$ cat config.mk
export PLATFORM = sky130hd
export DESIGN_NAME = mash_dsm
export DESIGN_NICKNAME = d
export VERILOG_FILES = /design/src/rtl/mash_pkg.sv /design/src/rtl/mash_stage.sv /design/src/rtl/mash_shaper.sv /design/src/rtl/mash_dsm.sv
export SDC_FILE = /design/constraint.sdc
export NUM_CORES = 1
export LEC_CHECK = 0
export ABC_AREA = 1
export CAP_MARGIN = 10
export CORE_ASPECT_RATIO = 0.8
export CORE_MARGIN = 2
export CORE_UTILIZATION = 29
export CTS_CLUSTER_DIAMETER = 50
export CTS_CLUSTER_SIZE = 14
export DETAILED_ROUTE_END_ITERATION = 7
export DONT_BUFFER_PORTS = 1
export GPL_ROUTABILITY_DRIVEN = 0
export SLEW_MARGIN = 20
export SYNTH_ARGS = -nofsm -noshare
export SYNTH_HDL_FRONTEND = slang
export SYNTH_SLANG_ARGS = --single-unit
$ cat constraint.sdc
create_clock -name clk -period 10 [get_ports clk]
set_input_delay 2 -clock clk [delete_from_list [all_inputs] [get_ports clk]]
set_output_delay 2 -clock clk [all_outputs]
set_load 0.05 [all_outputs]
$ cat src/rtl/mash_pkg.sv
package mash_pkg;
   localparam int unsigned MASH_MAX_STAGES = 3;

   typedef enum logic {
      ORDER_THREE = 1'b0,
      ORDER_TWO   = 1'b1
   } mash_order_e;

   function automatic int unsigned stage_width(input int unsigned idx, input int unsigned frac_w);
      return (idx == 0) ? frac_w + 1 : frac_w;
   endfunction
endpackage

$ cat src/rtl/mash_stage.sv
module mash_stage #(
   parameter int unsigned ACC_W = 19,
   parameter int unsigned RES_W = 18
) (
   input  logic             clk,
   input  logic             rst,
   input  logic             adv,
   input  logic             clr,
   input  logic [ACC_W-1:0] addend,
   output logic [RES_W-1:0] residue,
   output logic             carry
);
   localparam int unsigned SUM_W = ACC_W + 1;

   logic [ACC_W-1:0] acc_q;
   logic [SUM_W-1:0] sum;
   logic [ACC_W-1:0] acc_nxt;

   if (RES_W > ACC_W) begin : g_bad_width
      $error("mash_stage: residue wider than accumulator");
   end

   always_comb begin
      sum     = {1'b0, acc_q} + {1'b0, addend};
      acc_nxt = clr ? '0 : sum[ACC_W-1:0];
      carry   = clr ? 1'b0 : sum[ACC_W];
   end

   assign residue = acc_nxt[ACC_W-1 -: RES_W];

   always_ff @(posedge clk) begin
      if (rst)      acc_q <= '0;
      else if (adv) acc_q <= acc_nxt;
   end
endmodule

$ cat src/rtl/mash_shaper.sv
module mash_shaper
   import mash_pkg::*;
#(
   parameter int unsigned STAGES = 3,
   parameter int unsigned OUT_W  = 4
) (
   input  logic                    clk,
   input  logic                    rst,
   input  logic                    adv,
   input  logic                    two_stage,
   input  logic [STAGES-1:0]       carry,
   output logic signed [OUT_W-1:0] offset
);
   logic                    c2_d1;
   logic                    c3_d1;
   logic                    c3_d2;
   logic signed [OUT_W-1:0] next_val;
   logic                    third_on;

   if (STAGES != MASH_MAX_STAGES) begin : g_bad_stages
      $error("mash_shaper: exactly three stages are supported");
   end
   if (OUT_W < 4) begin : g_bad_out
      $error("mash_shaper: output needs at least 4 bits");
   end

   assign third_on = (mash_order_e'(two_stage) == ORDER_THREE);

   always_comb begin
      next_val = OUT_W'(carry[0]) + OUT_W'(carry[1]) - OUT_W'(c2_d1);
      if (third_on) begin
         next_val = next_val + OUT_W'(carry[2]) - OUT_W'({c3_d1, 1'b0}) + OUT_W'(c3_d2);
      end
   end

   always_ff @(posedge clk) begin
      if (rst) begin
         c2_d1  <= 1'b0;
         c3_d1  <= 1'b0;
         c3_d2  <= 1'b0;
         offset <= '0;
      end else if (adv) begin
         c2_d1  <= carry[1];
         c3_d1  <= third_on ? carry[2] : 1'b0;
         c3_d2  <= third_on ? c3_d1 : 1'b0;
         offset <= next_val;
      end
   end
endmodule

$ cat src/rtl/mash_dsm.sv
module mash_dsm
   import mash_pkg::*;
#(
   parameter int unsigned FRAC_W = 18,
   parameter int unsigned OUT_W  = 4
) (
   input  logic                    clk,
   input  logic                    rst,
   input  logic                    step_en,
   input  logic [FRAC_W-1:0]       frac_k,
   input  logic                    two_stage,
   input  logic                    dither_en,
   output logic signed [OUT_W-1:0] offset
);
   localparam int unsigned STAGES = MASH_MAX_STAGES;
   localparam int unsigned ACC0_W = stage_width(0, FRAC_W);

   logic [STAGES-1:0] carry;
   logic [FRAC_W-1:0] res [STAGES];

   if (FRAC_W < 2) begin : g_bad_frac
      $error("mash_dsm: fraction width too small");
   end

   for (genvar i = 0; i < STAGES; i++) begin : g_st
      localparam int unsigned SW = stage_width(i, FRAC_W);
      logic [SW-1:0] addend;
      logic          clr;

      if (i == 0) begin : g_first
         assign addend = {frac_k, dither_en};
         assign clr    = 1'b0;
      end else if (i == STAGES - 1) begin : g_last
         assign addend = res[i-1];
         assign clr    = (mash_order_e'(two_stage) == ORDER_TWO);
      end else begin : g_mid
         assign addend = res[i-1];
         assign clr    = 1'b0;
      end

      mash_stage #(
         .ACC_W (SW),
         .RES_W (FRAC_W)
      ) u_stage (
         .clk     (clk),
         .rst     (rst),
         .adv     (step_en),
         .clr     (clr),
         .addend  (addend),
         .residue (res[i]),
         .carry   (carry[i])
      );
   end

   mash_shaper #(
      .STAGES (STAGES),
      .OUT_W  (OUT_W)
   ) u_shaper (
      .clk       (clk),
      .rst       (rst),
      .adv       (step_en),
      .two_stage (two_stage),
      .carry     (carry),
      .offset    (offset)
   );

   if (ACC0_W != FRAC_W + 1) begin : g_bad_acc0
      $error("mash_dsm: first stage width mismatch");
   end
endmodule

==> metrics.cfg, run 1 <==
[synth]
ys_warn_count = 0
netlist_area_um2 = 5560
syn_avg_cell_area_um2 = 6.18
synth_area_leaders = dfxtp_1, nand2_1, ha_1
synth.distinct_cells = 36
syn_inst = 900
ys_ff_latch = 62
synth_top_area_share_pct = 22.3
ys_seq_area_share_pct = 22.3
synth_top_area_cell = dfxtp_1
async_flop_share_pct = 0
synthFlopType = dfxtp_1
synth_edf_count = 0
synth_nets = 991

[clock_network]
cts_sinks = 62
htreeDepth = 3
post-cts-setup-buffer-count = 0
cts-resized-gates = 0
clk_pin_slew_worst_paths_ps = 50
cts-root-buf = clkbuf_16
numCtsBuffers = 9
cts_max_path_buffers = 2
postCtsHoldBufs = 0
cts_tree = built
clock_latency_ps = 330

[floorplanning]
initial_core_util_pct = 29.5
die_h_um = 128
die_x_um = 159
ios = 27
core_area_um2 = 18900
die_area_um2 = 20300
num_rows = 45

[setup_path]
rr_worst_depth = 28
r2r_end = u_shaper.offset[1]
worstPathMaxFanout = 5
cp_data_arrival_time_ps = 6670
worstSetupPathType = in2reg
cp-start-kind = primary input
r2r-start = g_st[0].u_stage.acc_q[0]
crit_path_max_incr_delay_ps = 420
r2r_setup_slack_ps = 4980
cpMaxStageDelayCell = fa_1
worst_ep_required_time_ps = 10280
crit_path_frequent_cell = nand2_1
end_kind = flip-flop

[global_route]
grt_pass1_wl_um = 23700
grt_usage_pct = 14.5
antenna_found_initial = 0
globalRouteOverflowTotal = 0
grt_pass1_vias = 4616
grt_max_degree = 61

[sta]
finalCritPeriodShare_pct = 63.9
fmax_ghz = 0.157
slew_headroom_pct = 63.6
rsz0062_at_grt = no
setup-violations-final = 0
finalHoldViolCount = 0
period_minus_slack_ps = 6390
slew_viol_final = 0
skew_ps = 6.42
setup_tns_ps = 0
tightest_slew_ps = 542

[power]
power.leakage_nw = 3.24
p_per_area_nw_per_um2 = 233
irDropWorstVdd_mv = 0.105

[min_path]
hp-start = u_shaper.c3_d2
min_to = u_shaper.c3_d2
hold_class = reg2reg
holdPathStages = 2

[cells_and_area]
fillCellCount = 2071
layout_commonest_cell = nand2_1
drive_gt1_share_pct = 4.12
post-route-util_pct = 32.2
final_net_count = 985
final_area_um2 = 6080
areaGrowthSynthToFinish_pct = 9.29
final_cell_mix = nand2_1, nor2_1, inv_1, a21oi_1, nand3_1

[route]
drc_errors = 0
drt-pass1-iter-count = 5
vias = 5411
drt-initial-drc-count = 450
ant_nets = 0
wirelength_um = 14800
vias_per_cell = 4.68
routedWlPerCell_um = 12.8

[run_status]
status = complete, no violations

[place]
io_buffers = 0
dp.final_hpwl_um = 11400
place_area_um2 = 5810

[flow_run]
maxCapViolCount = 0

==> power breakdown <==
| group | total (mW) | leakage [nW] | internal, mW | switching [mW] |
|---|---|---|---|---|
| Clock | 0.290 | 0.133 | 0.180 | 0.110 |
| Sequential | 0.321 | 0.512 | 0.290 | 0.0311 |
| Combinational | 0.807 | 2.59 | 0.284 | 0.523 |
==> flip-flops by register name, summed over array words and instances, names as in the netlist <==
signal              cells
g_st.u_stage.acc_q     55
u_shaper.offset         4
u_shaper.c2_d1          1
u_shaper.c3_d1          1
u_shaper.c3_d2          1
==> layout make-up <==
class	count	area, µm²	share of cell area, %
sequential	62	1240	20.4
multi-input combinational	697	3770	62.0
clock inverter	1	5.00	0.0824
inverter	122	458	7.54
clock buffer	14	264	4.34
tap	258	323	5.31
antenna	1	2.50	0.0412
timing repair buffer	2	15.0	0.247
==> synthesized netlist by cell type, types with 3 or more instances <==
| cell type | n |
|---|---|
| dfxtp_1 | 62 |
| o21ai_1 | 4 |
| nor2_2 | 6 |
| o21ai_2 | 6 |
| nand3b_1 | 7 |
| clkbuf_1 | 11 |
| a21o_1 | 3 |
| nand2_2 | 3 |
| fa_1 | 5 |
| xnor2_1 | 4 |
| buf_1 | 3 |
| nand3_1 | 65 |
| ha_1 | 63 |
| nor2_1 | 127 |
| o21ai_0 | 52 |
| nand3_2 | 3 |
| nor3_1 | 5 |
| nand2_1 | 230 |
| nand4_1 | 4 |
| o21bai_1 | 7 |
| a21oi_1 | 83 |
| inv_1 | 120 |
| xor2_1 | 11 |
==> critical path, delay by kind of cell <==
family	cells	cell delay, ps
compound gates	7	1200
fa+ha+maj	6	2070
buf+inv	1	70
simple gates	14	1340
==> cell families (layout without fill, tap and decap cells) <==
group / after synthesis / in the layout / synth area share (%)
xor+xnor: 15 / 15 / 2.36
buf+inv: 141 / 139 / 9.90
fa+ha+maj: 68 / 68 / 16.0
flops: 62 / 62 / 22.3
simple gates: 454 / 454 / 33.9
compound gates: 160 / 160 / 15.6
other cells: 0 / 1 / 0
==> worst max path at each step <==
stage	startpoint	end	slack (ps)	cells past startpoint
after floorplan	dither_en	u_shaper.offset[1]	4020	28
after global placement	dither_en	u_shaper.offset[1]	3330	29
after detailed placement	dither_en	u_shaper.offset[1]	3370	28
after CTS	dither_en	u_shaper.offset[1]	3710	28
after global routing	dither_en	u_shaper.offset[1]	3280	28
final	dither_en	u_shaper.offset[1]	3610	28
==> routing by layer <==
metal / GRT usage [%] / wire, µm / up-vias
met2: 20.1 / 5660 / 126
met5: 0 / 0 / -
li1: - / - / 2902
met4: 2.86 / 109 / 0
met1: 22.5 / 8190 / 2375
met3: 3.14 / 825 / 8
==> per-stage QoR <==
stage               power [mW]  cells  hold WS (ps)  worst slack [ps]
finish                    1.42   1157           460              3610
global route              1.55   1156           482              3280
CTS                       1.42   1156           465              3710
detailed placement        1.12   1141           457              3370
global placement          1.12   1141           449              3330
floorplan                0.959    900           445              4020
No activity file was read; power rests on OpenSTA's default activity.
==> inputs of run 2 (changes only) <==
Clock period 10 ns to 5.9 ns, I/O delays scaled along.
==> run 2 against run 1 <==
Net effect: count of clock-buffer cells in the layout fell by 5; die area is the same; hold slack worse by 1.4 ps; final cell count is the same; sequential power rose by 69%; global-route usage is 0.18 points higher; clock power up 82%; flip-flop and latch count stayed put; sequential share of layout area down 0.10 points; clock skew is 0.91 ps higher.
==> metrics.cfg, run 2 (synthesis results as in run 1) <==
[run_status]
status = complete, no violations

[cells_and_area]
layout_commonest_cell = nand2_1
n_antenna_cell = 0
largest_register_ffs = 55
largest-register = g_st.u_stage.acc_q
drive_gt1_share_pct = 4.89
top_regs = g_st.u_stage.acc_q x55, u_shaper.offset x4
final_net_count = 985
fin_cells = 1157
ff_latch_area_um2 = 1240
final_cell_mix = nand2_1, nor2_1, inv_1, a21oi_1, nand3_1
fillCellCount = 2102
multi_input_area_um2 = 3780
areaGrowthSynthToFinish_pct = 9.86

[power]
switchingPower_mw = 1.14
clkPwrFrac_pct = 21.6
p_sw_share_pct = 46.9
pwr-share-comb_pct = 56.1
irDropWorstVdd_mv = 0.174
p_per_area_nw_per_um2 = 400
power_frac_seq_pct = 22.2
power.leakage_nw = 3.25
internal-power_mw = 1.30

[setup_path]
cp_data_arrival_time_ps = 5750
end_kind = flip-flop
worstPathMaxFanout = 5
r2r_setup_slack_ps = 970
rr_worst_depth = 28
worstSetupPathType = in2reg
r2r-start = g_st[0].u_stage.acc_q[0]
worst_ep_required_time_ps = 6190
r2r_end = u_shaper.offset[1]
cp-start-kind = primary input

[clock_network]
cts-root-buf = clkbuf_16
cts_max_path_buffers = 2
clk_pin_slew_worst_paths_ps = 60
numCtsBuffers = 9
clock_latency_ps = 340
htreeDepth = 3
cts_sinks = 62
cts_tree = built

[floorplanning]
die_x_um = 159
initial_core_util_pct = 29.5
core_area_um2 = 18900
die_h_um = 128
ios = 27
die_area_um2 = 20300
num_rows = 45

[route]
drt-pass1-iter-count = 5
vias_per_cell = 4.70
drt-initial-drc-count = 395
routedWlPerCell_um = 12.8
ant_nets = 0
vias = 5441
drc_errors = 0
wirelength_um = 14800

[sta]
fmax_ghz = 0.183
rsz0062_at_grt = no
hold_ws_ps = 459
setup-violations-final = 0
slew_headroom_pct = 64.7
finalHoldViolCount = 0
tightest_slew_ps = 529
period_minus_slack_ps = 5470
slew_viol_final = 0
setup_tns_ps = 0
skew_ps = 7.33
finalCritPeriodShare_pct = 92.7

[min_path]
min_to = u_shaper.c3_d2
hold_class = reg2reg
hp-start = u_shaper.c3_d2
holdPathStages = 2

[global_route]
antenna_found_initial = 0
grt_usage_pct = 14.7
grt_max_degree = 61
grt_pass1_wl_um = 24100
grt_pass1_vias = 4724
globalRouteOverflowTotal = 0

[place]
dp.final_hpwl_um = 11300
dp_cells = 1141
io_buffers = 0

[flow_run]
maxCapViolCount = 0

[run 2: how the worst max path moves through the flow]
stage / startpoint / to / slack (ps)
final: dither_en / u_shaper.offset[1] / 430
after global routing: dither_en / u_shaper.offset[1] / 40
after CTS: dither_en / u_shaper.offset[1] / 380
after detailed placement: dither_en / u_shaper.offset[1] / 60
after global placement: frac_k[10] / u_shaper.offset[1] / 50
after floorplan: dither_en / u_shaper.offset[1] / 740
[run 2: worst max-delay path: stages]
cell and delay [ps]:
ha_1 230, fa_1 430, nand2_1 110, nand3_1 80, o21ai_2 120, o21ai_2 120, nand2_1 130, nand2_1 70
nand2_1 70, nand2_1 60, ha_1 340, a21oi_1 230, o21ai_0 140, a21oi_2 190, nand2_1 100, nand2_1 80
nand2_1 80, ha_1 370, nand2_1 120, nor2_1 170, nand3_1 100, nand2_1 90, nand2_1 90, fa_1 420
ha_1 280, o21ai_0 160, o211ai_1 100, inv_1 80
[run 2: power by group through the flow]
stage	sequential (mW)	clock, mW	combinational (mW)
after floorplan	0.542	0	1.08
after global routing	0.551	0.559	1.56
after global placement	0.551	0	1.34
after CTS	0.544	0.541	1.36
after detailed placement	0.552	0	1.35
final	0.543	0.528	1.37
[run 2: repair_timing]
action / CTS / global route
buffers inserted: 0 / 0
hold buffers: 0 / 0
setup endpoints to repair: 0 / 2
hold endpoints to repair: 0 / 0
resized for setup: 0 / 3
[run 2: cell type report]
| cell class | count | share of cell area [%] |
|---|---|---|
| multi-input combinational | 697 | 61.9 |
| sequential | 62 | 20.3 |
| inverter | 122 | 7.50 |
| tap | 258 | 5.28 |
| clock buffer | 9 | 3.69 |
| clock inverter | 7 | 1.07 |
| timing repair buffer | 2 | 0.246 |
[run 2: per-layer routing]
layer	vias up	global-route usage, %	wire length (µm)
met1	2412	22.8	8230
met5	-	0	0
met4	0	2.43	99
met2	123	20.9	5740
met3	8	2.75	759
li1	2898	-	-
[run 2: metrics by stage]
step | total power, mW | utilization, % | cell area (µm²) | setup slack [ps]
5_1_grt | 2.67 | 32.4 | 6110 | 36.5
6_report | 2.44 | 32.4 | 6110 | 433
2_1_floorplan | 1.63 | - | 5560 | 743
3_5_place_dp | 1.90 | 30.8 | 5810 | 58.4
3_3_place_gp | 1.89 | 30.8 | 5810 | 53.2
4_1_cts | 2.44 | 32.3 | 6100 | 382
